==> config.mk <==
export PLATFORM = sky130hd
export DESIGN_NAME = lock_snoop_guard
export DESIGN_NICKNAME = d
export VERILOG_FILES = /design/src/rtl/lsg_pkg.sv /design/src/rtl/lsg_capture.sv /design/src/rtl/lsg_line_cmp.sv /design/src/rtl/lsg_snoop_arb.sv /design/src/rtl/lock_snoop_guard.sv
export SDC_FILE = /design/constraint.sdc
export NUM_CORES = 1
export LEC_CHECK = 0
export BUFFER_PORTS_ARGS = -buffer_cell sky130_fd_sc_hd__buf_2
export CELL_PAD_IN_SITES_DETAIL_PLACEMENT = 0
export CELL_PAD_IN_SITES_GLOBAL_PLACEMENT = 1
export CORE_ASPECT_RATIO = 1.5
export CORE_UTILIZATION = 30
export DETAILED_ROUTE_END_ITERATION = 8
export HOLD_SLACK_MARGIN = 0.03
export MAX_ROUTING_LAYER = met4
export PLACE_DENSITY = 0.54
export SYNTH_ARGS = -nofsm -noshare
export SYNTH_HDL_FRONTEND = slang
export SYNTH_HIERARCHICAL = 1
export SYNTH_SLANG_ARGS = --single-unit
==> constraint.sdc <==
create_clock -name clk_i -period 2.3 [get_ports clk_i]
set_input_delay 0.46 -clock clk_i [delete_from_list [all_inputs] [get_ports clk_i]]
set_output_delay 0.46 -clock clk_i [all_outputs]
set_load 0.05 [all_outputs]
==> src/rtl/lsg_pkg.sv <==
package lsg_pkg;
  localparam int unsigned NUM_SLOTS = 2;  // first and second half of a split lock
  typedef logic [NUM_SLOTS-1:0] slot_mask_t;
endpackage

==> src/rtl/lsg_capture.sv <==
module lsg_capture
  import lsg_pkg::*;
#(
  parameter int unsigned TAG_W = 27
) (
  input  logic                            clk_i,
  input  logic                            rst_ni,
  input  logic                            cyc_start_i,
  input  logic                            split_i,
  input  logic                            lock_i,
  input  logic [TAG_W-1:0]                cyc_tag_i,
  output logic [NUM_SLOTS-1:0][TAG_W-1:0] slot_tag_o,
  output slot_mask_t                      slot_vld_o
);
  logic [NUM_SLOTS-1:0][TAG_W-1:0] tag_q;
  slot_mask_t                      vld_q;
  logic                            split_q;

  always_ff @(posedge clk_i or negedge rst_ni) begin
    if (!rst_ni) begin
      tag_q   <= '0;
      vld_q   <= '0;
      split_q <= 1'b0;
    end else if (!lock_i) begin
      vld_q   <= '0;
      split_q <= 1'b0;
    end else if (cyc_start_i) begin
      if (!vld_q[0]) begin
        tag_q[0] <= cyc_tag_i;
        vld_q[0] <= 1'b1;
        split_q  <= split_i;
      end else if (split_q && !vld_q[1]) begin
        // second half of a split lock: no adjacency assumed
        tag_q[1] <= cyc_tag_i;
        vld_q[1] <= 1'b1;
      end
    end
  end

  assign slot_tag_o = tag_q;
  assign slot_vld_o = vld_q;
endmodule

==> src/rtl/lsg_line_cmp.sv <==
module lsg_line_cmp
  import lsg_pkg::*;
#(
  parameter int unsigned TAG_W = 27
) (
  input  logic [NUM_SLOTS-1:0][TAG_W-1:0] slot_tag_i,
  input  slot_mask_t                      slot_vld_i,
  input  logic [TAG_W-1:0]                cand_tag_i,
  output logic                            hit_o
);
  slot_mask_t hit_vec;

  for (genvar g = 0; g < NUM_SLOTS; g++) begin : g_slot
    assign hit_vec[g] = slot_vld_i[g] && (slot_tag_i[g] == cand_tag_i);
  end

  assign hit_o = |hit_vec;
endmodule

==> src/rtl/lsg_snoop_arb.sv <==
module lsg_snoop_arb #(
  parameter int unsigned TAG_W = 27
) (
  input  logic             clk_i,
  input  logic             rst_ni,
  input  logic             snp_req_i,
  input  logic [TAG_W-1:0] snp_tag_i,
  input  logic             hit_i,
  output logic [TAG_W-1:0] cand_tag_o,
  output logic             grant_o,
  output logic             block_o
);
  logic             pend_q;
  logic [TAG_W-1:0] pend_tag_q;
  logic             grant_q;
  logic             cand_vld;

  // pending snoop has priority; new requests are dropped meanwhile
  assign cand_vld   = pend_q | snp_req_i;
  assign cand_tag_o = pend_q ? pend_tag_q : snp_tag_i;

  always_ff @(posedge clk_i or negedge rst_ni) begin
    if (!rst_ni) begin
      pend_q     <= 1'b0;
      pend_tag_q <= '0;
      grant_q    <= 1'b0;
    end else begin
      grant_q <= cand_vld && !hit_i;
      pend_q  <= cand_vld && hit_i;
      if (!pend_q) pend_tag_q <= snp_tag_i;
    end
  end

  assign grant_o = grant_q;
  assign block_o = pend_q;
endmodule

==> src/rtl/lock_snoop_guard.sv <==
module lock_snoop_guard
  import lsg_pkg::*;
#(
  parameter int unsigned ADDR_W     = 32,
  parameter int unsigned LINE_BYTES = 32
) (
  input  logic              clk_i,
  input  logic              rst_ni,
  input  logic              cyc_start_i,
  input  logic              split_i,
  input  logic              lock_i,
  input  logic [ADDR_W-1:0] cyc_addr_i,
  input  logic              snp_req_i,
  input  logic [ADDR_W-1:0] snp_addr_i,
  output logic              snp_grant_o,
  output logic              snp_block_o
);
  localparam int unsigned OFS_W = $clog2(LINE_BYTES);
  localparam int unsigned TAG_W = ADDR_W - OFS_W;

  logic [NUM_SLOTS-1:0][TAG_W-1:0] slot_tag;
  slot_mask_t                      slot_vld;
  logic [TAG_W-1:0]                cand_tag;
  logic                            hit;

  lsg_capture #(.TAG_W(TAG_W)) u_capture (
    .clk_i       (clk_i),
    .rst_ni      (rst_ni),
    .cyc_start_i (cyc_start_i),
    .split_i     (split_i),
    .lock_i      (lock_i),
    .cyc_tag_i   (cyc_addr_i[ADDR_W-1:OFS_W]),
    .slot_tag_o  (slot_tag),
    .slot_vld_o  (slot_vld)
  );

  lsg_line_cmp #(.TAG_W(TAG_W)) u_cmp (
    .slot_tag_i (slot_tag),
    .slot_vld_i (slot_vld),
    .cand_tag_i (cand_tag),
    .hit_o      (hit)
  );

  lsg_snoop_arb #(.TAG_W(TAG_W)) u_arb (
    .clk_i      (clk_i),
    .rst_ni     (rst_ni),
    .snp_req_i  (snp_req_i),
    .snp_tag_i  (snp_addr_i[ADDR_W-1:OFS_W]),
    .hit_i      (hit),
    .cand_tag_o (cand_tag),
    .grant_o    (snp_grant_o),
    .block_o    (snp_block_o)
  );
endmodule

Word-level counts from Yosys, hierarchy flattened

Index checks and enable logic that the tools add are counted.

Register bits: 86
Output and inout bits: 2
Word-level logic and storage cells: 36
Input bits: 70

Multiplexer cells: 8
Bitwise logic cells: 2
Equal/unequal tests: 6
Reduce and logical (&&, ||, !) cells: 12

Operator list:

| kind               | count |
|---|---|
| $eq 27x27->1       | 2 |
| $mux 27            | 1 |
| $reduce_and 3->1   | 2 |
| $logic_and 1x1->1  | 5 |
| $mux 1             | 5 |
| $mux 2             | 2 |
| $ne 2x1->1 const B | 2 |
| $ne 2x2->1 const B | 2 |
| $reduce_and 4->1   | 1 |
| $logic_not 1->1    | 2 |
| $reduce_and 2->1   | 1 |
| $reduce_or 2->1    | 1 |
| $not 1->1          | 1 |
| $or 1x1->1         | 1 |

Depth between registers and ports, before layout

Depth after elaboration: 6
Mapped depth: 8
Gate-level depth less buffers: 6

Cells and area by module

The synthesis kept the hierarchy.

Modules (own cells, without submodules):

| module        | area each (sq um) | instances | seq. area each (sq um) | cells an instance |
|---|---|---|---|---|
| lsg_capture   | 2219.6            | 1         | 1426.4                 | 125 |
| lsg_snoop_arb | 1104.8            | 1         | 725.7                  | 61 |
| lsg_line_cmp  | 591.8             | 1         | 0.0                    | 73 |

Worst setup path before layout

No wires, ideal clock.

Path type: reg2reg
Start point: reg u_arb.pend_q (netlist: u_arb/block_o)
End point: reg u_arb.grant_q (netlist: u_arb/grant_o)
Data arrival time: 2.379 ns
Required time: 2.181 ns
Stages on the path, launching flop included: 8
Period minus slack after synthesis: 2.499 ns
Path slack: -0.199 ns
Path through: dfrtp_1 buf_2 mux2_2 xnor2_1 nand4_1 or4_1 o22ai_1 o21ba_2

Cells in the longest elaborated chain, start to end: 6

Ends and longest elaborated chain:

| element                | RTL line               | source |
|---|---|---|
| start, declared        | lsg_snoop_arb.sv:13    | `logic pend_q;` |
| start signal, assigned | lsg_snoop_arb.sv:29    | `pend_q <= cand_vld && hit_i;` |
| $mux 27 *              | lsg_snoop_arb.sv:20    | `assign cand_tag_o = pend_q ? pend_tag_q : snp_tag_i;` |
| named net cand_tag[6]  | lock_snoop_guard.sv:23 | `logic [TAG_W-1:0] cand_tag;` |
| $eq 27x27->1           | lsg_line_cmp.sv:14     | `assign hit_vec[g] = slot_vld_i[g] && (slot_tag_i[g] == cand_tag_i);` |
| $logic_and 1x1->1      | lsg_line_cmp.sv:14     |  |
| $reduce_or 2->1 *      | lsg_line_cmp.sv:17     | `assign hit_o = \|hit_vec;` |
| named net hit          | lock_snoop_guard.sv:24 | `logic hit;` |
| $logic_not 1->1 *      | lsg_snoop_arb.sv:28    | `grant_q <= cand_vld && !hit_i;` |
| $logic_and 1x1->1 *    | lsg_snoop_arb.sv:28    |  |
| end signal, assigned   | lsg_snoop_arb.sv:28    |  |
| end, declared          | lsg_snoop_arb.sv:15    | `logic grant_q;` |

The timed path passes the listed nets; every way through them passes the cells marked *.
A chain may end at the register's enable or synchronous reset.

Final worst setup path

Same ends and word-level chain as after synthesis.

==> results.toml <==
[cts]
clkSlewWorstSetupHoldPaths_ps = 60
clock_sinks = 86
cts_root_buffer = "clkbuf_16"
clockBufferDepth = 2
numCtsBuffers = 9
insertion_delay_ps = 330
htreeDepth = 3
cts_tree = "done"

[yosys]
syn_inst = 259
synthesis.area_um2 = 3920
synth_edf_count = 0
yosys_most_used_dff = "dfrtp_1"
ys_seq_area_frac = 0.550
yosys-top-cells-count = "dfrtp_1, mux2_2, xnor2_1"
yosysMostFrequentCell = "dfrtp_1"
synth.distinct_cells = 21
synth_top_area_share = 0.550
yosysTopAreaCell = "dfrtp_1"
synth_seq_cells = 86
avgSynthCellArea_um2 = 15.1
ys_warn_count = 6
async_flop_share = 1.00
yosys-top-cells-area = "dfrtp_1, mux2_2, mux2_4, xnor2_1, xor2_1"
syn-num-nets = 329

[critical_path]
crit_arrival_ps = 2520
cp.required_ps = 2520
crit_fanout = 8
critPathLaunchType = "register"
criticalPathCategory = "reg2reg"
end_kind = "register"

[detailed_routing]
vias = 2296
ant_nets = 0
dr.pass1.iters = 3
avgViaCountPerCell = 4.57
first_iter_violations = 69
wl_per_cell_um = 17.5
remaining_drc_errors = 0
routed_wl_mm = 8.76

[grt]
grt_pass1_wl_mm = 13.5
grt.total_usage = 0.141
grt_overflow_total = 0
grt_pass1_vias = 2499
antenna_found_initial = 0
grt_max_degree = 43

[run]
maxCapViolations = 0

[timing]
fin_crit_sh = 0.996
skew_ps = 3.34
drv_slew = 0
hold_viol = 0
setup_tns_ps = 0
setup_slack_ps = 8.19
max_freq_mhz = 436
min_period_ps = 2290
worstMarginPinSlew_ps = 774
setup_viol = 0
rsz0062_at_grt = "true"
slew_headroom = 0.483

[status]
status = "finished clean"

[floorplan]
die_w_um = 95.3
rows = 50
dieArea_um2 = 13500
core_area_um2 = 12600
ioPinCount = 72
fp.dieH_um = 142
start_util = 0.311

[placed_design]
dp_slack_ps = -48.1
dp.cells = 482
place.port_buffers = 61
place_congestion = 0.704
postPlaceCellArea_um2 = 4500
dp_hpwl_mm = 6.15

[power]
vdd_drop_max_mv = 0.329
p_leak_nw = 2.33
power_density_nw_per_um2 = 786

[layout]
fin_nets = 411
finalInstanceArea_um2 = 5020
fillerInstances = 1214
post-route-util = 0.400
drive_gt1_frac = 0.566
syn_to_final_growth_pct = 28.3
finalNonFillerCells = 502
n_antenna_cell = 0

[worst_hold_path]
hold_class = "in2async"
==> final timing paths <==
check / cells after the start / startpoint / end / slack, ps
min: 1 / rst_ni / u_arb/pend_tag_q[22] / 120
max reg2reg: 7 / u_arb/block_o / u_arb/grant_o / 8
max in group asynchronous: 2 / rst_ni / u_arb/pend_tag_q[3] / 1570
max: 7 / u_arb/block_o / u_arb/grant_o / 8
min in group clk_i: 2 / snp_req_i / u_arb/grant_o / 370
min reg2reg: 1 / u_arb/pend_tag_q[19] / u_arb/pend_tag_q[19] / 520
==> cells by family after synthesis <==
family	synth area share
buffers and inverters	0.0173
AO/OA/AOI/OAI	0.00799
XOR/XNOR	0.121
flip-flops	0.550
AND/OR/NAND/NOR	0.0431
multiplexers	0.261
==> power breakdown <==
part / leakage, nW / internal [mW] / total (mW) / switching, mW
Combinational: 1.14 / 0.430 / 0.699 / 0.269
Clock: 0.137 / 0.823 / 1.38 / 0.559
Sequential: 1.05 / 1.72 / 1.87 / 0.147
==> flip-flops by register name (all words and copies together) (netlist names) <==
name and cells:
u_capture/slot_tag_o 54, u_arb/pend_tag_q 27, u_capture/slot_vld_o 2, u_arb/block_o 1, u_arb/grant_o 1, u_capture/split_q 1
==> critical path: stages (launching register included) <==
cell,delay (ps)
dfrtp_2,480
buf_12,180
mux2_4,340
xnor2_2,160
nand4_1,130
or4_4,550
o22ai_2,160
o21ba_2,170
==> final cells by class <==
cell class	count	area [um2]	area share
sequential	86	2150	0.429
clock buffer	16	282	0.0560
tap	156	195	0.0388
multi-input combinational	165	1880	0.374
timing repair buffer	79	515	0.103
==> placed cells by master, fill, tap and decap left out, drive strengths merged <==
cell and count:
dfrtp 86, mux2i 1, nor4 6, and2b 1, o21ba 1, o22ai 1
xnor2 30, buf 77, nor2b 2, xor2 24, nand3 2, or4 2
mux2 81, o21a 2, nand2 2, nand4 9, nand3b 1, clkbuf 18
==> per-layer routing <==
layer	global-route usage	vias to the layer above	wire length, um
met3	0.0278	9	269
met1	0.176	1173	3800
met5	-	-	0
met4	0.0574	0	125
met2	0.223	39	4570
li1	-	1075	-
==> metrics by stage <==
step,hold WS [ps],power (mW)
after global placement,503,2.52
final,119,3.95
after floorplan,164,2.30
after detailed placement,506,2.53
after CTS,145,3.97
after global routing,160,4.15
==> timing repair <==
item / in CTS / in global routing
setup buffers: 2 / 0
resized for setup: 7 / 24
cloned: 0 / 2
hold endpoints to repair: 0 / 0
hold buffers: 0 / 0
setup endpoints to repair: 1 / 2
pin swaps: 0 / 9
Note: power is estimated with default switching activity, not from simulation.
